**src/rtl/tmr_pair_pkg.sv**
```systemverilog
package tmr_pair_pkg;

  localparam int NUM_TMR    = 2;
  localparam int REG_ADDR_W = 3;

  localparam logic [REG_ADDR_W-1:0] ADDR_MODE = 3'd4;
  localparam logic [REG_ADDR_W-1:0] ADDR_CTRL = 3'd5;

  typedef enum logic [1:0] {
    MODE_13     = 2'd0,
    MODE_16     = 2'd1,
    MODE_RELOAD = 2'd2,
    MODE_SPLIT  = 2'd3
  } tmrMode_e;

  // strobes from control to datapath
  typedef struct packed {
    logic [NUM_TMR-1:0] tick;     // gated count event per timer
    logic               splitTick;   // timer0 high byte event in split mode
    logic               splitActive; // timer0 is in split mode
    tmrMode_e           mode0;
    tmrMode_e           mode1;
  } tmrStrobe_t;

endpackage

```
**src/rtl/timer_ctrl.sv**
```systemverilog
module timer_ctrl
  import tmr_pair_pkg::*;
#(
  parameter int SYNC_STAGES = 2
) (
  input  logic               clk,
  input  logic               rstN,
  input  logic               cycEn,
  input  logic [NUM_TMR-1:0] cntPin,
  input  logic [NUM_TMR-1:0] gatePin,
  input  logic [7:0]         modeReg,
  input  logic [NUM_TMR-1:0] runBits,
  output tmrStrobe_t         strobe
);

  localparam int TOP = SYNC_STAGES - 1;

  logic [NUM_TMR-1:0] srcSel, gateSel, fallEv, gateOpen, srcEv, runOk;
  tmrMode_e mode0, mode1;

  assign mode0      = tmrMode_e'(modeReg[1:0]);
  assign mode1      = tmrMode_e'(modeReg[5:4]);
  assign srcSel     = {modeReg[6], modeReg[2]};
  assign gateSel    = {modeReg[7], modeReg[3]};

  for (genvar t = 0; t < NUM_TMR; t++) begin : g_src
    logic [SYNC_STAGES-1:0] cntSh, gateSh;
    logic                   cntPrev;

    always_ff @(posedge clk) begin
      if (!rstN) begin
        cntSh   <= '0;
        gateSh  <= '0;
        cntPrev <= 1'b0;
      end else begin
        cntSh  <= {cntSh[SYNC_STAGES-2:0], cntPin[t]};
        gateSh <= {gateSh[SYNC_STAGES-2:0], gatePin[t]};
        if (cycEn) cntPrev <= cntSh[TOP];
      end
    end

    assign fallEv[t]   = cycEn & cntPrev & ~cntSh[TOP];
    assign gateOpen[t] = ~gateSel[t] | gateSh[TOP];
    assign srcEv[t]    = srcSel[t] ? fallEv[t] : cycEn;
    assign runOk[t]    = runBits[t] & gateOpen[t];
  end

  always_comb begin
    strobe.mode0       = mode0;
    strobe.mode1       = mode1;
    strobe.tick[0]     = runOk[0] & srcEv[0];
    strobe.tick[1]     = runOk[1] & srcEv[1] & (mode1 != MODE_SPLIT);
    strobe.splitActive = (mode0 == MODE_SPLIT);
    strobe.splitTick   = (mode0 == MODE_SPLIT) & cycEn & runBits[1];
  end

endmodule

```
**src/rtl/timer_datapath.sv**
```systemverilog
module timer_datapath
  import tmr_pair_pkg::*;
#(
  parameter int BYTE_W      = 8,
  parameter int M0_LOW_BITS = 5
) (
  input  logic                            clk,
  input  logic                            rstN,
  input  tmrStrobe_t                      strobe,
  input  logic                            regWr,
  input  logic [REG_ADDR_W-1:0]           regAddr,
  input  logic [BYTE_W-1:0]               regWdata,
  input  logic [NUM_TMR-1:0]              ackIn,
  output logic [NUM_TMR-1:0][BYTE_W-1:0]  cntLo,
  output logic [NUM_TMR-1:0][BYTE_W-1:0]  cntHi,
  output logic [BYTE_W-1:0]               modeReg,
  output logic [NUM_TMR-1:0]              runBits,
  output logic [NUM_TMR-1:0]              ovfFlag,
  output logic                            t1Ovf,
  output logic [BYTE_W-1:0]               regRdata
);

  localparam int M0_W   = BYTE_W + M0_LOW_BITS;
  localparam int FULL_W = 2 * BYTE_W;

  logic [NUM_TMR-1:0] ovfEv, flagSet;
  logic               splitHiOvf, ctrlWr;

  for (genvar t = 0; t < NUM_TMR; t++) begin : g_cnt
    logic [BYTE_W-1:0] lo, hi, incLo, incHi, nextLo, nextHi;
    logic [M0_W-1:0]   m0Sum;
    logic [FULL_W-1:0] m1Sum;
    logic              allOnes, tick, hiSplitTick, wrLo, wrHi;
    tmrMode_e          md;

    assign md          = (t == 0) ? strobe.mode0 : strobe.mode1;
    assign tick        = strobe.tick[t];
    assign hiSplitTick = (t == 0) ? strobe.splitTick : 1'b0;
    assign wrLo        = regWr && (regAddr == REG_ADDR_W'(2 * t));
    assign wrHi        = regWr && (regAddr == REG_ADDR_W'(2 * t + 1));
    assign m0Sum       = {hi, lo[M0_LOW_BITS-1:0]} + M0_W'(1);
    assign m1Sum       = {hi, lo} + FULL_W'(1);

    always_comb begin
      incLo   = lo;
      incHi   = hi;
      allOnes = 1'b0;
      unique case (md)
        MODE_13: begin
          allOnes = &{hi, lo[M0_LOW_BITS-1:0]};
          incLo   = {lo[BYTE_W-1:M0_LOW_BITS], m0Sum[M0_LOW_BITS-1:0]};
          incHi   = m0Sum[M0_W-1:M0_LOW_BITS];
        end
        MODE_16: begin
          allOnes        = &{hi, lo};
          {incHi, incLo} = m1Sum;
        end
        MODE_RELOAD: begin
          allOnes = &lo;
          incLo   = allOnes ? hi : lo + BYTE_W'(1);
        end
        default: begin
          allOnes = &lo;
          incLo   = lo + BYTE_W'(1);
        end
      endcase
    end

    always_comb begin
      if (wrLo)      nextLo = regWdata;
      else if (tick) nextLo = incLo;
      else           nextLo = lo;

      if (wrHi)             nextHi = regWdata;
      else if (hiSplitTick) nextHi = hi + BYTE_W'(1);
      else if (tick)        nextHi = incHi;
      else                  nextHi = hi;
    end

    always_ff @(posedge clk) begin
      if (!rstN) begin
        lo <= '0;
        hi <= '0;
      end else begin
        lo <= nextLo;
        hi <= nextHi;
      end
    end

    assign ovfEv[t] = tick & allOnes;
    assign cntLo[t] = lo;
    assign cntHi[t] = hi;
  end

  assign splitHiOvf = strobe.splitTick & (&cntHi[0]);
  assign flagSet    = {(strobe.splitActive ? splitHiOvf : ovfEv[1]), ovfEv[0]};
  assign ctrlWr     = regWr && (regAddr == ADDR_CTRL);

  always_ff @(posedge clk) begin
    if (!rstN) begin
      modeReg <= '0;
      runBits <= '0;
      ovfFlag <= '0;
      t1Ovf   <= 1'b0;
    end else begin
      if (regWr && (regAddr == ADDR_MODE)) modeReg <= regWdata;
      if (ctrlWr) runBits <= regWdata[1:0];
      ovfFlag <= flagSet | (ctrlWr ? regWdata[3:2] : (ovfFlag & ~ackIn));
      t1Ovf   <= ovfEv[1];
    end
  end

  always_comb begin
    regRdata = '0;
    case (regAddr)
      3'd0:      regRdata = cntLo[0];
      3'd1:      regRdata = cntHi[0];
      3'd2:      regRdata = cntLo[1];
      3'd3:      regRdata = cntHi[1];
      ADDR_MODE: regRdata = modeReg;
      ADDR_CTRL: regRdata = {{(BYTE_W-4){1'b0}}, ovfFlag, runBits};
      default:   regRdata = '0;
    endcase
  end

endmodule

```
**src/rtl/dual_timer_pair.sv**
```systemverilog
module dual_timer_pair
  import tmr_pair_pkg::*;
#(
  parameter int BYTE_W      = 8,
  parameter int M0_LOW_BITS = 5,
  parameter int SYNC_STAGES = 2
) (
  input  logic                  clk,
  input  logic                  rstN,
  input  logic                  cycEn,
  input  logic [NUM_TMR-1:0]    cntPin,
  input  logic [NUM_TMR-1:0]    gatePin,
  input  logic [NUM_TMR-1:0]    ackIn,
  input  logic                  regWr,
  input  logic [REG_ADDR_W-1:0] regAddr,
  input  logic [BYTE_W-1:0]     regWdata,
  output logic [BYTE_W-1:0]     regRdata,
  output logic [NUM_TMR-1:0]    ovfFlag,
  output logic                  t1Ovf
);

  tmrStrobe_t                     strobe;
  logic [NUM_TMR-1:0][BYTE_W-1:0] cntLo, cntHi;
  logic [BYTE_W-1:0]              modeReg;
  logic [NUM_TMR-1:0]             runBits;

  timer_ctrl #(.SYNC_STAGES(SYNC_STAGES)) u_ctrl (
    .clk     (clk),
    .rstN    (rstN),
    .cycEn   (cycEn),
    .cntPin  (cntPin),
    .gatePin (gatePin),
    .modeReg (modeReg[7:0]),
    .runBits (runBits),
    .strobe  (strobe)
  );

  timer_datapath #(.BYTE_W(BYTE_W), .M0_LOW_BITS(M0_LOW_BITS)) u_dp (
    .clk      (clk),
    .rstN     (rstN),
    .strobe   (strobe),
    .regWr    (regWr),
    .regAddr  (regAddr),
    .regWdata (regWdata),
    .ackIn    (ackIn),
    .cntLo    (cntLo),
    .cntHi    (cntHi),
    .modeReg  (modeReg),
    .runBits  (runBits),
    .ovfFlag  (ovfFlag),
    .t1Ovf    (t1Ovf),
    .regRdata (regRdata)
  );

endmodule

```
**config.mk**
```make
export PLATFORM = sky130hd
export DESIGN_NAME = dual_timer_pair
export DESIGN_NICKNAME = d
export VERILOG_FILES = /design/src/rtl/tmr_pair_pkg.sv /design/src/rtl/timer_ctrl.sv /design/src/rtl/timer_datapath.sv /design/src/rtl/dual_timer_pair.sv
export SDC_FILE = /design/constraint.sdc
export NUM_CORES = 1
export LEC_CHECK = 0
export ABC_AREA = 1
export BUFFER_PORTS_ARGS = -buffer_cell sky130_fd_sc_hd__buf_2
export CAP_MARGIN = 20
export CELL_PAD_IN_SITES_DETAIL_PLACEMENT = 0
export CELL_PAD_IN_SITES_GLOBAL_PLACEMENT = 2
export CORE_MARGIN = 2
export CORE_UTILIZATION = 29
export DETAILED_ROUTE_END_ITERATION = 8
export PLACE_DENSITY = 0.79
export SLEW_MARGIN = 20
export SYNTH_ARGS = -nofsm -noshare
export SYNTH_HDL_FRONTEND = slang
export SYNTH_SLANG_ARGS = --single-unit
```
**constraint.sdc**
```tcl
create_clock -name clk -period 1.7 [get_ports clk]
set_clock_uncertainty 0.15 [all_clocks]
set_input_delay 0.34 -clock clk [delete_from_list [all_inputs] [get_ports clk]]
set_output_delay 0.34 -clock clk [all_outputs]
set_load 0.02 [all_outputs]
```
---- Word level (Yosys, flattened, before mapping) ----
Index checks and enable logic that the tools add are counted.
cells by class
  $add $sub $neg .......................... 7
  bitwise logic cells ..................... 23
  multiplexer cells ....................... 22
  equality and inequality tests ........... 13
  reduce and logical (&&, ||, !) cells .... 26
operator list
  cell                                                                   count
  8-bit two-way mux                                                      11
  8-bit one-hot mux with 3 select lines                                  2
  8-bit one-hot mux with 6 select lines                                  1
  16-bit by 1-bit adder with 16-bit output, second input constant        2
  8-bit one-hot mux with 2 select lines                                  2
  16-bit AND reduction                                                   2
  13-bit by 1-bit adder with 13-bit output, second input constant        2
  13-bit AND reduction                                                   2
  8-bit by 1-bit adder with 8-bit output, second input constant          3
  8-bit AND reduction                                                    3
  1-bit bitwise AND                                                      14
  2-bit AND reduction                                                    4
  2-bit equality test, second input constant                             3
  3-bit by 2-bit equality test with 1-bit output, second input constant  2
  3-bit equality test, second input constant                             2
  1-bit logical AND                                                      6
  2-bit nonzero test                                                     3
  3-bit nonzero test                                                     2
  2-bit by 1-bit equality test with 1-bit output, second input constant  2
  2-bit zero test                                                        2
  2-bit by 1-bit != test with 1-bit output, second input constant        2
  1-bit NOT                                                              4
  1-bit one-hot mux with 2 select lines                                  2
  4-bit nonzero test                                                     1
  other kinds (9)                                                        12
word-level totals
  flip-flop bits (word level) ............. 55

---- Depth between registers and ports, before layout ----
Gate-level depths: netlist of run 1.
  depth in word-level cells ............... 8
  gate-level depth with buffers ........... 12

---- Hierarchy ----
From an unflattened synthesis of run 1, not the netlist that was laid out.
unflattened totals
  cell total of the unflattened synthesis .. 612
  area, all modules ....................... 3787.4 µm²
modules (own cells, without submodules)
  module          instances  area each (µm²)  cells each
  timer_datapath  1          3384.5           559
  timer_ctrl      1          402.9            53

---- Worst setup path after synthesis of run 1 ----
Ideal clock, no wire load.
  path type ............................... flip-flop to flip-flop
  start ................................... register u_dp.g_cnt[1].lo[0]
  end ..................................... register u_dp.g_cnt[1].hi[6]
  cell stages (with the launch flop) ...... 11
  setup slack ............................. -0.034 ns
  setup time .............................. 0.132 ns
  path buffers ............................ 0
  clock period less this slack ............ 1.734 ns
  data arrival time ....................... 1.451 ns
  path through ............................ dfxtp_1 -> ha_1 -> nand3_2 -> nor2_4 -> nand2_2 -> o21ai_2 -> nand2_2 -> nor2_2 -> nand2_1 -> nand3_1 -> a21oi_1
on the way
  cells in the longest elaborated chain, start to end .. 4
ends and longest elaborated chain
  what                                                                                                  RTL line                                    text
  start, declared                                                                                       timer_datapath.sv:30                        logic [BYTE_W-1:0] lo, hi, incLo, incHi, nextLo, nextHi;
  start signal, assigned                                                                                timer_datapath.sv:85                        lo <= nextLo;
  16-bit by 1-bit adder with 16-bit output or 13-bit by 1-bit adder with 13-bit output (tied branches)  timer_datapath.sv:42, timer_datapath.sv:41
  8-bit one-hot mux with 2 select lines (*)                                                             timer_datapath.sv:48                        unique case (md)
  8-bit two-way mux (*)                                                                                 timer_datapath.sv:76                        else if (tick) nextHi = incHi;
  8-bit two-way mux (*)                                                                                 timer_datapath.sv:74                        if (wrHi) nextHi = regWdata;
  end signal, assigned                                                                                  timer_datapath.sv:86                        hi <= nextHi;
  end, declared                                                                                         timer_datapath.sv:30
Mark *: on every way between the ends. The rest lies on a longest branch, timed or not. The select of a mux whose other input is x is not followed.
A chain may end at the register's enable or synchronous reset.

---- Worst setup path after layout of run 1 ----
  start ................................... register u_dp.g_cnt[1].lo[1]
  end ..................................... output regRdata[1]
on the way
  cells in the longest elaborated chain, start to end .. 1
ends and longest elaborated chain
  what                                   RTL line               text
  8-bit one-hot mux with 6 select lines  timer_datapath.sv:115  case (regAddr)
  end, declared                          dual_timer_pair.sv:17  output logic [BYTE_W-1:0] regRdata,
No other way between the ends.

==> impl_metrics.prom, run 1 <==
# TYPE chip_impl_metric gauge
chip_impl_info{name="run_status",value="complete, but fails checks"} 1
chip_impl_info{name="violations",value="setup timing"} 1
chip_impl_info{name="post_synth_main_area_contributors",value="dfxtp_1 (31%), nand2_1 (15%), inv_1 (8.7%)"} 1
chip_impl_metric{name="avgRoutedWirePerCell",unit="um"} 17.4
chip_impl_metric{name="xor_xnor_cell_area_share_of_the_yosys_netlist",unit="%"} 2.69
chip_impl_info{name="holdPathEnd",value="u_ctrl.g_src[0].cntSh[0]$_SDFF_PN0_"} 1
chip_impl_metric{name="synth_cells",unit=""} 563
chip_impl_info{name="critical_path.endpoint_type",value="output port"} 1
chip_impl_metric{name="grt_max_degree",unit=""} 29
chip_impl_metric{name="synth.lib_cells_used.distinct",unit=""} 36
chip_impl_metric{name="ys_warn_count",unit=""} 0
chip_impl_metric{name="critPathRequiredTime",unit="ps"} 1210
chip_impl_metric{name="synth_edf_count",unit=""} 0
chip_impl_metric{name="portBuffers",unit=""} 31
chip_impl_metric{name="synth_simple_gate_area_share",unit="%"} 31.1
chip_impl_metric{name="hold_slack",unit="ps"} 62.6
chip_impl_metric{name="cell_area_synth",unit="um^2"} 3580
chip_impl_info{name="hold_start",value="cntPin[0]"} 1
chip_impl_metric{name="clkLatencyLatePin",unit="ps"} 310
chip_impl_metric{name="muxShareOfSynthArea",unit="%"} 0
chip_impl_metric{name="timing.hold.worst_path_depth",unit=""} 3
chip_impl_metric{name="ys_seq_area_share",unit="%"} 30.7
chip_impl_metric{name="vdd_drop_max",unit="mV"} 0.435
chip_impl_metric{name="drt_pre_antenna_iters",unit=""} 4
chip_impl_metric{name="core",unit="um^2"} 12000
chip_impl_metric{name="synth_compound_area_share",unit="%"} 23.4
chip_impl_metric{name="chipWidth",unit="um"} 115
chip_impl_metric{name="post_synth.cell_area_avg",unit="um^2"} 6.36
chip_impl_info{name="largest_family_of_logic_cells_by_synthesized_area",value="simple AND/OR/NAND/NOR gates"} 1
chip_impl_metric{name="num_io_pins",unit=""} 32
chip_impl_info{name="synth_area_leader_cell",value="dfxtp_1"} 1
chip_impl_metric{name="detail_route.iter0.violations",unit=""} 237
chip_impl_metric{name="drt_drc_violations_left",unit=""} 0
chip_impl_metric{name="dieArea",unit="um^2"} 13300
chip_impl_metric{name="r2r_setup_slack",unit="ps"} -130
chip_impl_metric{name="placedInstanceArea",unit="um^2"} 4710
chip_impl_info{name="critical_path.reg2reg.startpoint",value="u_dp.g_cnt[1].lo[0]$_SDFFE_PN0P_"} 1
chip_impl_metric{name="post-dp-hpwl",unit="um"} 11200
chip_impl_metric{name="worstPathArrival",unit="ps"} 1420
chip_impl_metric{name="leakage",unit="nW"} 2.49
chip_impl_metric{name="viasPerCell",unit=""} 5.09
chip_impl_info{name="clock_tree_from_tritoncts",value="yes"} 1
chip_impl_info{name="setup.worst_path.start_class",value="flop"} 1
chip_impl_metric{name="vias",unit=""} 4461
chip_impl_metric{name="post_route_cells_drive_above_1_share",unit="%"} 46.6
chip_impl_metric{name="powerDensity",unit="nW/um^2"} 529
chip_impl_metric{name="global_route.usage.total",unit="%"} 23.4
chip_impl_metric{name="areaGrowthSynthToFinish",unit="%"} 65.6
chip_impl_metric{name="timing.max_cap.violations",unit=""} 0
chip_impl_metric{name="rows",unit=""} 40
chip_impl_metric{name="r2r_cells",unit=""} 10
chip_impl_metric{name="fmax",unit="MHz"} 523
chip_impl_metric{name="numCtsBuffers",unit=""} 5
chip_impl_metric{name="power.total",unit="mW"} 3.14
chip_impl_metric{name="first_global_vias",unit=""} 4374
chip_impl_info{name="yosys.cell_count.top_type",value="nand2_1"} 1
chip_impl_metric{name="route.final.wire_length",unit="um"} 15200
chip_impl_metric{name="final_critical_path_setup_slack",unit="ps"} -213
chip_impl_metric{name="post_layout_min_period",unit="ps"} 1910
chip_impl_metric{name="period_share",unit="%"} 113
chip_impl_info{name="clock_tree_root",value="clkbuf_16"} 1
chip_impl_metric{name="globalRouteOverflowTotal",unit=""} 0
chip_impl_metric{name="clkTransAtPathRegs",unit="ps"} 70
chip_impl_metric{name="timing_worst_slew_pin_value",unit="ps"} 417
chip_impl_metric{name="drt.antenna.violating_nets",unit=""} 0
chip_impl_metric{name="final_cells",unit=""} 876
chip_impl_metric{name="layout.nets",unit=""} 753
chip_impl_metric{name="place_congestion",unit=""} 0.918
chip_impl_info{name="grt_setup_unrepaired",value="true"} 1
chip_impl_metric{name="post-place-ws",unit="ps"} -321
chip_impl_info{name="timing.hold.worst.class",value="primary input to flop"} 1
chip_impl_metric{name="ys_seq_elements",unit=""} 55
chip_impl_metric{name="setup_viol",unit=""} 24
chip_impl_info{name="reg2reg_to",value="u_dp.g_cnt[1].lo[7]$_SDFFE_PN0P_"} 1
chip_impl_metric{name="die_height",unit="um"} 115
chip_impl_metric{name="diode_insertion_count_for_antenna_repair",unit=""} 0
chip_impl_metric{name="max-clock-path-buffers",unit=""} 2
chip_impl_metric{name="synthArstFlopShare",unit="%"} 0
chip_impl_info{name="synth_top_cells_by_count",value="nand2_1 (141), inv_1 (83), dfxtp_1 (55)"} 1
chip_impl_metric{name="synth_nets",unit=""} 588
chip_impl_metric{name="hold_viol_final",unit=""} 0
chip_impl_metric{name="worst_slew_margin_rel",unit="%"} 72.0
chip_impl_metric{name="initial_standard_cell_utilization_of_the_core",unit="%"} 29.8
chip_impl_metric{name="place.detailed.instances",unit=""} 839
chip_impl_info{name="synth-main-ff-cell",value="dfxtp_1"} 1
chip_impl_metric{name="synth.top_cell.area_share",unit="%"} 30.7
chip_impl_metric{name="grt_pass1_wl",unit="um"} 23400
chip_impl_info{name="critPathKind",value="flop to output port"} 1
chip_impl_metric{name="h-tree-depth",unit=""} 2
chip_impl_metric{name="cts_hold_repair.buffers",unit=""} 0
chip_impl_metric{name="report.final.slew_viol_count",unit=""} 0
chip_impl_metric{name="tritoncts_num_sinks",unit=""} 55
chip_impl_metric{name="worstPathMaxFanout",unit=""} 3
chip_impl_metric{name="antenna_found_initial",unit=""} 0
chip_impl_metric{name="synth_fa_ha_area_share",unit="%"} 1.40
chip_impl_metric{name="stdcell_area",unit="um^2"} 5930
==> through the flow <==
stage,utilization (%),setup TNS [ps]
6_report,49.4,-2230
5_1_grt,49.4,-4480
4_1_cts,44.3,-2300
3_5_place_dp,39.2,-4810
3_3_place_gp,39.2,-3990
2_1_floorplan,-,0
==> worst max-delay path, stage by stage, from the launching register on <==
cell and delay [ps]:
dfxtp_4 370, buf_6 120, a221oi_4 280, o211ai_1 160, buf_4 190
==> power by group <==
part / internal [mW] / leakage [nW] / switching (mW)
clock network: 0.735 / 0.0868 / 0.525
logic: 0.210 / 1.94 / 0.314
registers: 1.32 / 0.457 / 0.0319
==> flip-flops by register name (all words and copies together) (netlist names) <==
signal                cells
u_dp.modeReg              8
u_ctrl.g_src.cntSh        4
u_dp.t1Ovf                1
u_dp.g_cnt.lo            16
u_dp.ovfFlag              2
u_dp.runBits              2
u_ctrl.g_src.cntPrev      2
u_dp.g_cnt.hi            16
u_ctrl.g_src.gateSh       4
==> worst max-delay path by stage <==
stage	from	cells after the start	slack, ps	end
finish	u_dp.g_cnt[1].lo[1]$_SDFFE_PN0P_	4	-210	regRdata[1]
global route	u_dp.g_cnt[1].lo[1]$_SDFFE_PN0P_	4	-260	regRdata[1]
CTS	u_dp.g_cnt[1].lo[2]$_SDFFE_PN0P_	4	-190	regRdata[2]
detailed placement	regAddr[2]	8	-320	regRdata[0]
global placement	regAddr[2]	8	-280	regRdata[0]
floorplan	u_dp.g_cnt[1].lo[0]$_SDFFE_PN0P_	10	0.6	u_dp.g_cnt[1].hi[6]$_SDFFE_PN0P_
==> timing repair <==
item | in CTS | in global routing
resized for setup | 99 | 139
setup endpoints to repair | 39 | 43
pin swaps | 29 | 58
buffers inserted | 17 | 15
==> cell type report <==
cell class | count | area, um^2
timing repair buffer | 167 | 1330
multi-input combinational | 407 | 2740
sequential | 55 | 1140
tap | 147 | 184
fill | 1210 | 6080
clock buffer | 6 | 139
inverter | 92 | 373
clock inverter | 2 | 35.0
==> logic make-up after synthesis <==
group | after synthesis
fa+ha+maj | 4
buf+inv | 101
compound gates | 143
simple gates | 249
flops | 55
xor+xnor | 11
==> metal layers <==
metal,global-route usage [%],share of wire (%),vias up
met3,4.32,3.3,33
met5,0,0,-
met4,10.6,3.7,0
met2,39.8,49,101
li1,-,-,2225
met1,28.7,44,2102
==> cells in the final DEF, fill, tap and decap left out, types with 17 or more instances in the layout <==
cell,netlist,layout
nand3_1,32,19
nand2_1,141,118
a21oi_1,49,33
nor2_1,36,25
inv_2,8,24
buf_4,0,121
o21ai_0,36,25
dfxtp_1,55,37
inv_1,83,58
buf_2,4,20
a21oi_2,1,17
nand2_2,4,19
buf_6,0,22
Note: power is estimated with default switching activity, not from simulation.
==> run 2, diff against run 1 <==
PLACE_DENSITY = 0.8   (was 0.79)
SYNTH_HIERARCHICAL = 1   (was default)
==> run 2 against run 1 <==
  * The flow still finishes with violations (setup timing)
  * Flip-flop and latch count stayed put
  * Via count is 2.9% higher
  * Non-clock buffer count is 12 lower
  * Final area decreased by 1.4%
  * Wire length up 1.3%
  * Register-to-register slack better by 90 ps
  * Synthesized area is 5.7% higher
  * Worst setup slack improved by 120 ps
  * Clock power is 14% lower
  * Count of clock-buffer cells in the layout fell by 1
  * Final cell count grew 6.5%
  * Utilization shrank 3.2 points
  * Critical path type unchanged
==> impl_metrics.prom, run 2 <==
# TYPE chip_impl_metric gauge
chip_impl_metric{name="areaGrowthSynthToFinish",unit="%"} 54.5
chip_impl_info{name="synth_top_cells_by_count",value="nand2_1 (139), inv_1 (105), dfxtp_1 (55)"} 1
chip_impl_metric{name="pwr-share-seq",unit="%"} 46.0
chip_impl_info{name="violations",value="setup timing"} 1
chip_impl_metric{name="multi_input_comb_area",unit="um^2"} 2650
chip_impl_info{name="mostFrequentLayoutCells",value="nand2_1 (124), buf_4 (113), inv_1 (91)"} 1
chip_impl_info{name="critical_path.endpoint_type",value="output port"} 1
chip_impl_metric{name="die_height",unit="um"} 118
chip_impl_info{name="layout_top_registers",value="u_dp/g_cnt.hi (16), u_dp/g_cnt.lo (16), u_dp/modeReg (8)"} 1
chip_impl_metric{name="filler_cell_count",unit=""} 1313
chip_impl_metric{name="report.final.slew_viol_count",unit=""} 0
chip_impl_metric{name="place_congestion",unit=""} 0.912
chip_impl_metric{name="drt_drc_violations_left",unit=""} 0
chip_impl_metric{name="timing.max_cap.violations",unit=""} 0
chip_impl_metric{name="tritoncts_num_sinks",unit=""} 55
chip_impl_metric{name="setup_viol",unit=""} 11
chip_impl_info{name="reg2reg_to",value="u_dp/g_cnt[1].hi[3]$_SDFFE_PN0P_"} 1
chip_impl_metric{name="post-dp-hpwl",unit="um"} 11700
chip_impl_metric{name="final_critical_path_setup_slack",unit="ps"} -95.9
chip_impl_info{name="grt_setup_unrepaired",value="true"} 1
chip_impl_info{name="crit_start",value="u_dp/g_cnt[1].hi[1]$_SDFFE_PN0P_"} 1
chip_impl_metric{name="avgRoutedWirePerCell",unit="um"} 16.5
chip_impl_info{name="final_common_cell",value="nand2_1"} 1
chip_impl_metric{name="diode_insertion_count_for_antenna_repair",unit=""} 0
chip_impl_metric{name="synth.top_cell.area_share",unit="%"} 29.1
chip_impl_metric{name="initial_standard_cell_utilization_of_the_core",unit="%"} 29.9
chip_impl_metric{name="synth_edf_count",unit=""} 0
chip_impl_metric{name="synth_nets",unit=""} 636
chip_impl_metric{name="combinationalPowerShare",unit="%"} 17.1
chip_impl_metric{name="internal-power",unit="mW"} 2.08
chip_impl_metric{name="cell_area_synth",unit="um^2"} 3790
chip_impl_metric{name="r2r_cells",unit=""} 11
chip_impl_metric{name="grt_pass1_wl",unit="um"} 23300
chip_impl_metric{name="drt.antenna.violating_nets",unit=""} 0
chip_impl_metric{name="ys_seq_area_share",unit="%"} 29.1
chip_impl_metric{name="synthArstFlopShare",unit="%"} 0
chip_impl_metric{name="globalRouteOverflowTotal",unit=""} 0
chip_impl_metric{name="critPathRequiredTime",unit="ps"} 1210
chip_impl_metric{name="fin_util",unit="%"} 46.2
chip_impl_metric{name="worst_slew_margin_rel",unit="%"} 69.2
chip_impl_metric{name="global_route.usage.total",unit="%"} 21.4
chip_impl_metric{name="cts_hold_repair.buffers",unit=""} 0
chip_impl_metric{name="post_synth.cell_area_avg",unit="um^2"} 6.19
chip_impl_metric{name="vdd_drop_max",unit="mV"} 0.369
chip_impl_info{name="run_status",value="complete, but fails checks"} 1
chip_impl_metric{name="synth_cells",unit=""} 612
chip_impl_info{name="synth-main-ff-cell",value="dfxtp_1"} 1
chip_impl_metric{name="dieArea",unit="um^2"} 14000
chip_impl_info{name="yosys.cell_count.top_type",value="nand2_1"} 1
chip_impl_metric{name="core",unit="um^2"} 12700
chip_impl_metric{name="post_layout_min_period",unit="ps"} 1800
chip_impl_info{name="setup.worst_path.start_class",value="flop"} 1
chip_impl_info{name="critPathKind",value="flop to output port"} 1
chip_impl_metric{name="first_global_vias",unit=""} 4399
chip_impl_info{name="timing.hold.worst.class",value="primary input to flop"} 1
chip_impl_metric{name="detail_route.iter0.violations",unit=""} 264
chip_impl_metric{name="rows",unit=""} 41
chip_impl_metric{name="layout.nets",unit=""} 784
chip_impl_metric{name="post_route_cells_drive_above_1_share",unit="%"} 42.3
chip_impl_metric{name="num_io_pins",unit=""} 32
chip_impl_metric{name="powerDensity",unit="nW/um^2"} 503
chip_impl_metric{name="r2r_setup_slack",unit="ps"} -40
chip_impl_metric{name="hold_viol_final",unit=""} 0
chip_impl_metric{name="leakage",unit="nW"} 2.58
chip_impl_info{name="worstSetupEndpoint",value="regRdata[1]"} 1
chip_impl_metric{name="power_switching",unit="mW"} 0.861
chip_impl_metric{name="clkLatencyLatePin",unit="ps"} 300
chip_impl_metric{name="timing_worst_slew_pin_value",unit="ps"} 460
chip_impl_metric{name="swShare",unit="%"} 29.2
chip_impl_metric{name="area.sequential",unit="um^2"} 1130
chip_impl_metric{name="route.final.wire_length",unit="um"} 15400
chip_impl_metric{name="vias",unit=""} 4592
chip_impl_metric{name="h-tree-depth",unit=""} 2
chip_impl_metric{name="fmax",unit="MHz"} 557
chip_impl_metric{name="clkTransAtPathRegs",unit="ps"} 80
chip_impl_metric{name="chipWidth",unit="um"} 118
chip_impl_metric{name="antenna_found_initial",unit=""} 0
chip_impl_metric{name="ys_seq_elements",unit=""} 55
chip_impl_metric{name="synth.lib_cells_used.distinct",unit=""} 38
chip_impl_info{name="clock_tree_from_tritoncts",value="yes"} 1
chip_impl_metric{name="power.total",unit="mW"} 2.94
chip_impl_info{name="critical_path.reg2reg.startpoint",value="u_dp/g_cnt[1].lo[1]$_SDFFE_PN0P_"} 1
chip_impl_metric{name="viasPerCell",unit=""} 4.92
chip_impl_metric{name="grt_max_degree",unit=""} 25
chip_impl_metric{name="numCtsBuffers",unit=""} 5
chip_impl_info{name="post_synth_main_area_contributors",value="dfxtp_1 (29%), nand2_1 (14%), inv_1 (10%)"} 1
chip_impl_metric{name="drt_pre_antenna_iters",unit=""} 5
chip_impl_metric{name="worstPathMaxFanout",unit=""} 4
chip_impl_metric{name="ys_warn_count",unit=""} 6
chip_impl_metric{name="tns",unit="ps"} -514
chip_impl_info{name="hold_start",value="gatePin[0]"} 1
chip_impl_metric{name="portBuffers",unit=""} 31
chip_impl_metric{name="share_clk_of_total_power",unit="%"} 36.8
chip_impl_metric{name="post-place-ws",unit="ps"} -298
chip_impl_metric{name="period_share",unit="%"} 106
chip_impl_info{name="clock_tree_root",value="clkbuf_16"} 1
chip_impl_metric{name="max-clock-path-buffers",unit=""} 2
chip_impl_info{name="synth_area_leader_cell",value="dfxtp_1"} 1
chip_impl_metric{name="worstPathArrival",unit="ps"} 1310
==> run 2: changes by cell type after synthesis, moves of 6 or more <==
cell,previous run,this run
inv_1,83,105
nand3_1,32,45
nor2_1,36,48
o21ai_0,36,47
o211ai_1,15,7
nand4_1,6,13
o22ai_1,15,9
==> run 2: timing repair <==
item	in CTS	in global routing
setup endpoints to repair	36	42
resized for setup	106	107
buffers inserted	13	15
pin swaps	24	47
==> run 2: power by group through the flow <==
stage	sequential, mW	clock, mW	combinational (mW)
2_1_floorplan	1.38	0	0.199
3_3_place_gp	1.38	0	0.412
3_5_place_dp	1.38	0	0.415
4_1_cts	1.35	1.12	0.459
5_1_grt	1.36	1.17	0.546
6_report	1.35	1.08	0.505
==> run 2: area by class of cell <==
cell class / instances / area share, %
clock buffer: 5 / 2.14
clock inverter: 3 / 0.385
inverter: 118 / 7.96
multi-input combinational: 425 / 45.3
sequential: 55 / 19.4
tap: 172 / 3.68
timing repair buffer: 155 / 21.2
==> run 2: kinds of logic after synthesis <==
family          Yosys count  share of synthesized area, %
buf+inv                 132                          13.9
flops                    55                          29.1
fa+ha+maj                 3                         0.991
simple gates            272                          32.1
compound gates          140                          21.7
xor+xnor                 10                          2.31
==> run 2: per-layer routing <==
metal	share of wire, %	routed length, um	global-route usage (%)
met3	5.3	819	3.09
met5	0	0	0
met1	44	6810	27.4
met4	2.5	381	7.38
met2	48	7430	36.6
==> run 2: worst max-delay path: stages, from the launching register on <==
cell	delay (ps)
dfxtp_1	360
buf_4	150
a22oi_2	160
o211ai_1	150
buf_4	190
==> run 2: metrics by stage <==
stage	area [um^2]	hold slack, ps	std cells
after floorplan	3790	240	612
after global placement	4870	248	905
after detailed placement	4870	253	905
after CTS	5360	56.9	919
after global routing	5850	62.4	933
final	5850	66.2	933
==> run 2: how the worst min path moves through the flow <==
stage	end	slack [ps]	cells past startpoint
floorplan	u_ctrl/g_src[0].cntSh[1]$_SDFF_PN0_	240	2
global placement	u_ctrl/g_src[0].gateSh[1]$_SDFF_PN0_	250	2
detailed placement	u_ctrl/g_src[1].cntSh[1]$_SDFF_PN0_	250	2
CTS	u_ctrl/g_src[0].gateSh[0]$_SDFF_PN0_	60	3
global route	u_ctrl/g_src[0].gateSh[0]$_SDFF_PN0_	60	3
finish	u_ctrl/g_src[0].gateSh[0]$_SDFF_PN0_	70	3
==> run 3, diff against run 2 <==
CORE_UTILIZATION = 32   (was 29)
PLACE_DENSITY = 0.83   (was 0.8)
clock period = 1.76 ns   (was 1.7 ns; I/O delays follow)
==> run 3 against run 2 <==
  * Final area decreased by 5.8%
  * Power increased by 1.7%
  * Count of clock-buffer cells in the layout increased by 1
  * Clock power increased by 13%
  * Combinational power decreased by 8.9%
  * Die area decreased by 9.1%
  * Flip-flop and latch count unchanged
  * Utilization increased by 1.9 points
  * The run still ends with setup timing left
  * Final cell count decreased by 5.7%
  * Non-clock buffer count decreased by 24
  * Highest routed layer unchanged
==> impl_metrics.prom, run 3 (synthesis gave the netlist of run 2 again) <==
# TYPE chip_impl_metric gauge
chip_impl_metric{name="h-tree-depth",unit=""} 2
chip_impl_metric{name="worstPathArrival",unit="ps"} 1340
chip_impl_metric{name="post_route_cells_drive_above_1_share",unit="%"} 38.3
chip_impl_metric{name="report.final.slew_viol_count",unit=""} 0
chip_impl_metric{name="final_cells",unit=""} 880
chip_impl_metric{name="fmax",unit="MHz"} 544
chip_impl_info{name="setup.worst_path.start_class",value="primary input"} 1
chip_impl_metric{name="filler_cell_count",unit=""} 1209
chip_impl_metric{name="post_layout_min_period",unit="ps"} 1840
chip_impl_metric{name="vdd_drop_max",unit="mV"} 0.464
chip_impl_metric{name="drt_drc_violations_left",unit=""} 0
chip_impl_metric{name="place_congestion",unit=""} 0.961
chip_impl_metric{name="cts_hold_repair.buffers",unit=""} 0
chip_impl_metric{name="portBuffers",unit=""} 31
chip_impl_metric{name="fin_util",unit="%"} 48.1
chip_impl_metric{name="avgRoutedWirePerCell",unit="um"} 17.3
chip_impl_info{name="grt_setup_unrepaired",value="true"} 1
chip_impl_metric{name="timing.max_cap.violations",unit=""} 0
chip_impl_metric{name="route.final.wire_length",unit="um"} 15200
chip_impl_metric{name="final_critical_path_setup_slack",unit="ps"} -79.2
chip_impl_metric{name="multi_input_comb_area",unit="um^2"} 2520
chip_impl_metric{name="die_height",unit="um"} 113
chip_impl_metric{name="vias",unit=""} 4458
chip_impl_metric{name="rows",unit=""} 39
chip_impl_metric{name="detail_route.iter0.violations",unit=""} 265
chip_impl_metric{name="place.detailed.instances",unit=""} 858
chip_impl_metric{name="post-dp-hpwl",unit="um"} 11500
chip_impl_info{name="violations",value="setup timing"} 1
chip_impl_metric{name="grt_max_degree",unit=""} 25
chip_impl_metric{name="grt_pass1_wl",unit="um"} 23200
chip_impl_metric{name="globalRouteOverflowTotal",unit=""} 0
chip_impl_metric{name="hold_viol_final",unit=""} 0
chip_impl_metric{name="drt_pre_antenna_iters",unit=""} 5
chip_impl_metric{name="chipWidth",unit="um"} 113
chip_impl_metric{name="timing.critical_path.slowest_cell_delay",unit="ps"} 320
chip_impl_metric{name="worst_slew_margin_rel",unit="%"} 70.6
chip_impl_metric{name="areaGrowthSynthToFinish",unit="%"} 45.6
chip_impl_info{name="mostFrequentLayoutCells",value="nand2_1 (126), buf_4 (92), inv_1 (86)"} 1
chip_impl_info{name="clock_tree_from_tritoncts",value="yes"} 1
chip_impl_metric{name="first_global_vias",unit=""} 4276
chip_impl_info{name="layout_top_registers",value="u_dp/g_cnt.hi (16), u_dp/g_cnt.lo (16), u_dp/modeReg (8)"} 1
chip_impl_metric{name="critPathRequiredTime",unit="ps"} 1260
chip_impl_info{name="critPathKind",value="primary input to output port"} 1
chip_impl_info{name="final_common_cell",value="nand2_1"} 1
chip_impl_info{name="run_status",value="complete, but fails checks"} 1
chip_impl_metric{name="area.sequential",unit="um^2"} 1140
chip_impl_metric{name="drt.antenna.violating_nets",unit=""} 0
chip_impl_metric{name="viasPerCell",unit=""} 5.07
chip_impl_metric{name="placedInstanceArea",unit="um^2"} 4700
chip_impl_metric{name="dieArea",unit="um^2"} 12700
chip_impl_metric{name="timing_worst_slew_pin_value",unit="ps"} 440
chip_impl_metric{name="global_route.usage.total",unit="%"} 23.7
chip_impl_metric{name="diode_insertion_count_for_antenna_repair",unit=""} 0
chip_impl_metric{name="clkTransAtPathRegs",unit="ps"} 70
chip_impl_info{name="timing.hold.worst.class",value="primary input to flop"} 1
chip_impl_metric{name="setup_viol",unit=""} 8
chip_impl_metric{name="post-place-ws",unit="ps"} -314
chip_impl_metric{name="crit_buf_inv",unit=""} 4
chip_impl_info{name="clock_tree_root",value="clkbuf_16"} 1
chip_impl_metric{name="leakage",unit="nW"} 2.41
chip_impl_metric{name="core",unit="um^2"} 11500
chip_impl_metric{name="tns",unit="ps"} -415
chip_impl_metric{name="numCtsBuffers",unit=""} 5
chip_impl_metric{name="period_share",unit="%"} 104
chip_impl_metric{name="stdcell_area",unit="um^2"} 5510
chip_impl_info{name="critPathTopFamily",value="buffers and inverters"} 1
chip_impl_metric{name="powerDensity",unit="nW/um^2"} 543
chip_impl_metric{name="initial_standard_cell_utilization_of_the_core",unit="%"} 33.0
chip_impl_info{name="worstPathCellList",value="buf_12, inv_6, nor3_4, buf_4, a22oi_2, o211ai_1, buf_4"} 1
chip_impl_metric{name="tritoncts_num_sinks",unit=""} 55
chip_impl_info{name="standard_cell_with_the_maximum_stage_delay_on_the_critical_path",value="nor3_4"} 1
chip_impl_info{name="cell_repeated_most_along_the_worst_path",value="buf_4"} 1
chip_impl_metric{name="layout.nets",unit=""} 760
chip_impl_metric{name="clkLatencyLatePin",unit="ps"} 310
chip_impl_metric{name="worstPathMaxFanout",unit=""} 6
chip_impl_info{name="critical_path.endpoint_type",value="output port"} 1
chip_impl_metric{name="max-clock-path-buffers",unit=""} 2
chip_impl_metric{name="antenna_found_initial",unit=""} 0
chip_impl_metric{name="num_io_pins",unit=""} 32
## run 3: changes by cell type in the layout (fill, tap and decap cells not counted), moves of 4 or more
| cell | change |
|---|---|
| inv_2 | +5 |
| nand3_2 | -6 |
| nand3_1 | +8 |
| inv_1 | -5 |
| a21oi_1 | +4 |
| buf_4 | -21 |
## run 3: layout make-up
cell class | instances | share of cell area, %
inverter | 118 | 8.44
clock buffer | 6 | 2.52
clock inverter | 2 | 0.635
sequential | 55 | 20.7
multi-input combinational | 425 | 45.7
tap | 143 | 3.24
timing repair buffer | 131 | 18.7
## run 3: worst register-to-register path: stages (launching register included)
cell and delay (ps):
dfxtp_2 350, ha_4 150, nand2_4 60, nor2_4 130
nand3_2 90, buf_6 140, buf_6 110, nor2_4 110
nor2_4 40, nand2_1 50, o21ai_1 50, a21oi_1 140
nor2_1 60
## run 3: worst paths after layout
path | cells past startpoint | start | to | slack (ps)
max | 7 | regAddr[1] | regRdata[2] | -80
min | 3 | cntPin[0] | u_ctrl/g_src[0].cntSh[0]$_SDFF_PN0_ | 80
max reg2reg | 12 | u_dp/g_cnt[0].lo[1]$_SDFFE_PN0P_ | u_dp/g_cnt[0].lo[7]$_SDFFE_PN0P_ | 0
min reg2reg | 2 | u_ctrl/g_src[1].cntSh[0]$_SDFF_PN0_ | u_ctrl/g_src[1].cntSh[1]$_SDFF_PN0_ | 260
## run 3: through the flow
| stage | power [mW] | hold slack (ps) |
|---|---|---|
| 5_1_grt | 3.08 | 97.4 |
| 4_1_cts | 2.97 | 77.8 |
| 6_report | 2.99 | 82.2 |
| 3_3_place_gp | 1.71 | 246 |
| 2_1_floorplan | 1.52 | 240 |
| 3_5_place_dp | 1.72 | 249 |
## run 3: metal layers
layer,routed length [um],vias up,global-route usage [%]
li1,-,2250,-
met1,6720,2078,30.8
met2,7520,108,40.3
met3,677,22,3.37
met4,301,0,8.46
met5,0,-,0
## run 3: report_power, final
group | internal, mW | total [mW] | switching [mW]
Combinational | 0.179 | 0.460 | 0.281
Clock | 0.710 | 1.22 | 0.514
Sequential | 1.28 | 1.31 | 0.0315
Total | 2.17 | 2.99 | 0.827
## run 3: timing repair
item | CTS | global route
pin swaps | 16 | 43
setup buffers | 10 | 8
endpoints found under the setup margin | 28 | 41
resized for setup | 80 | 112
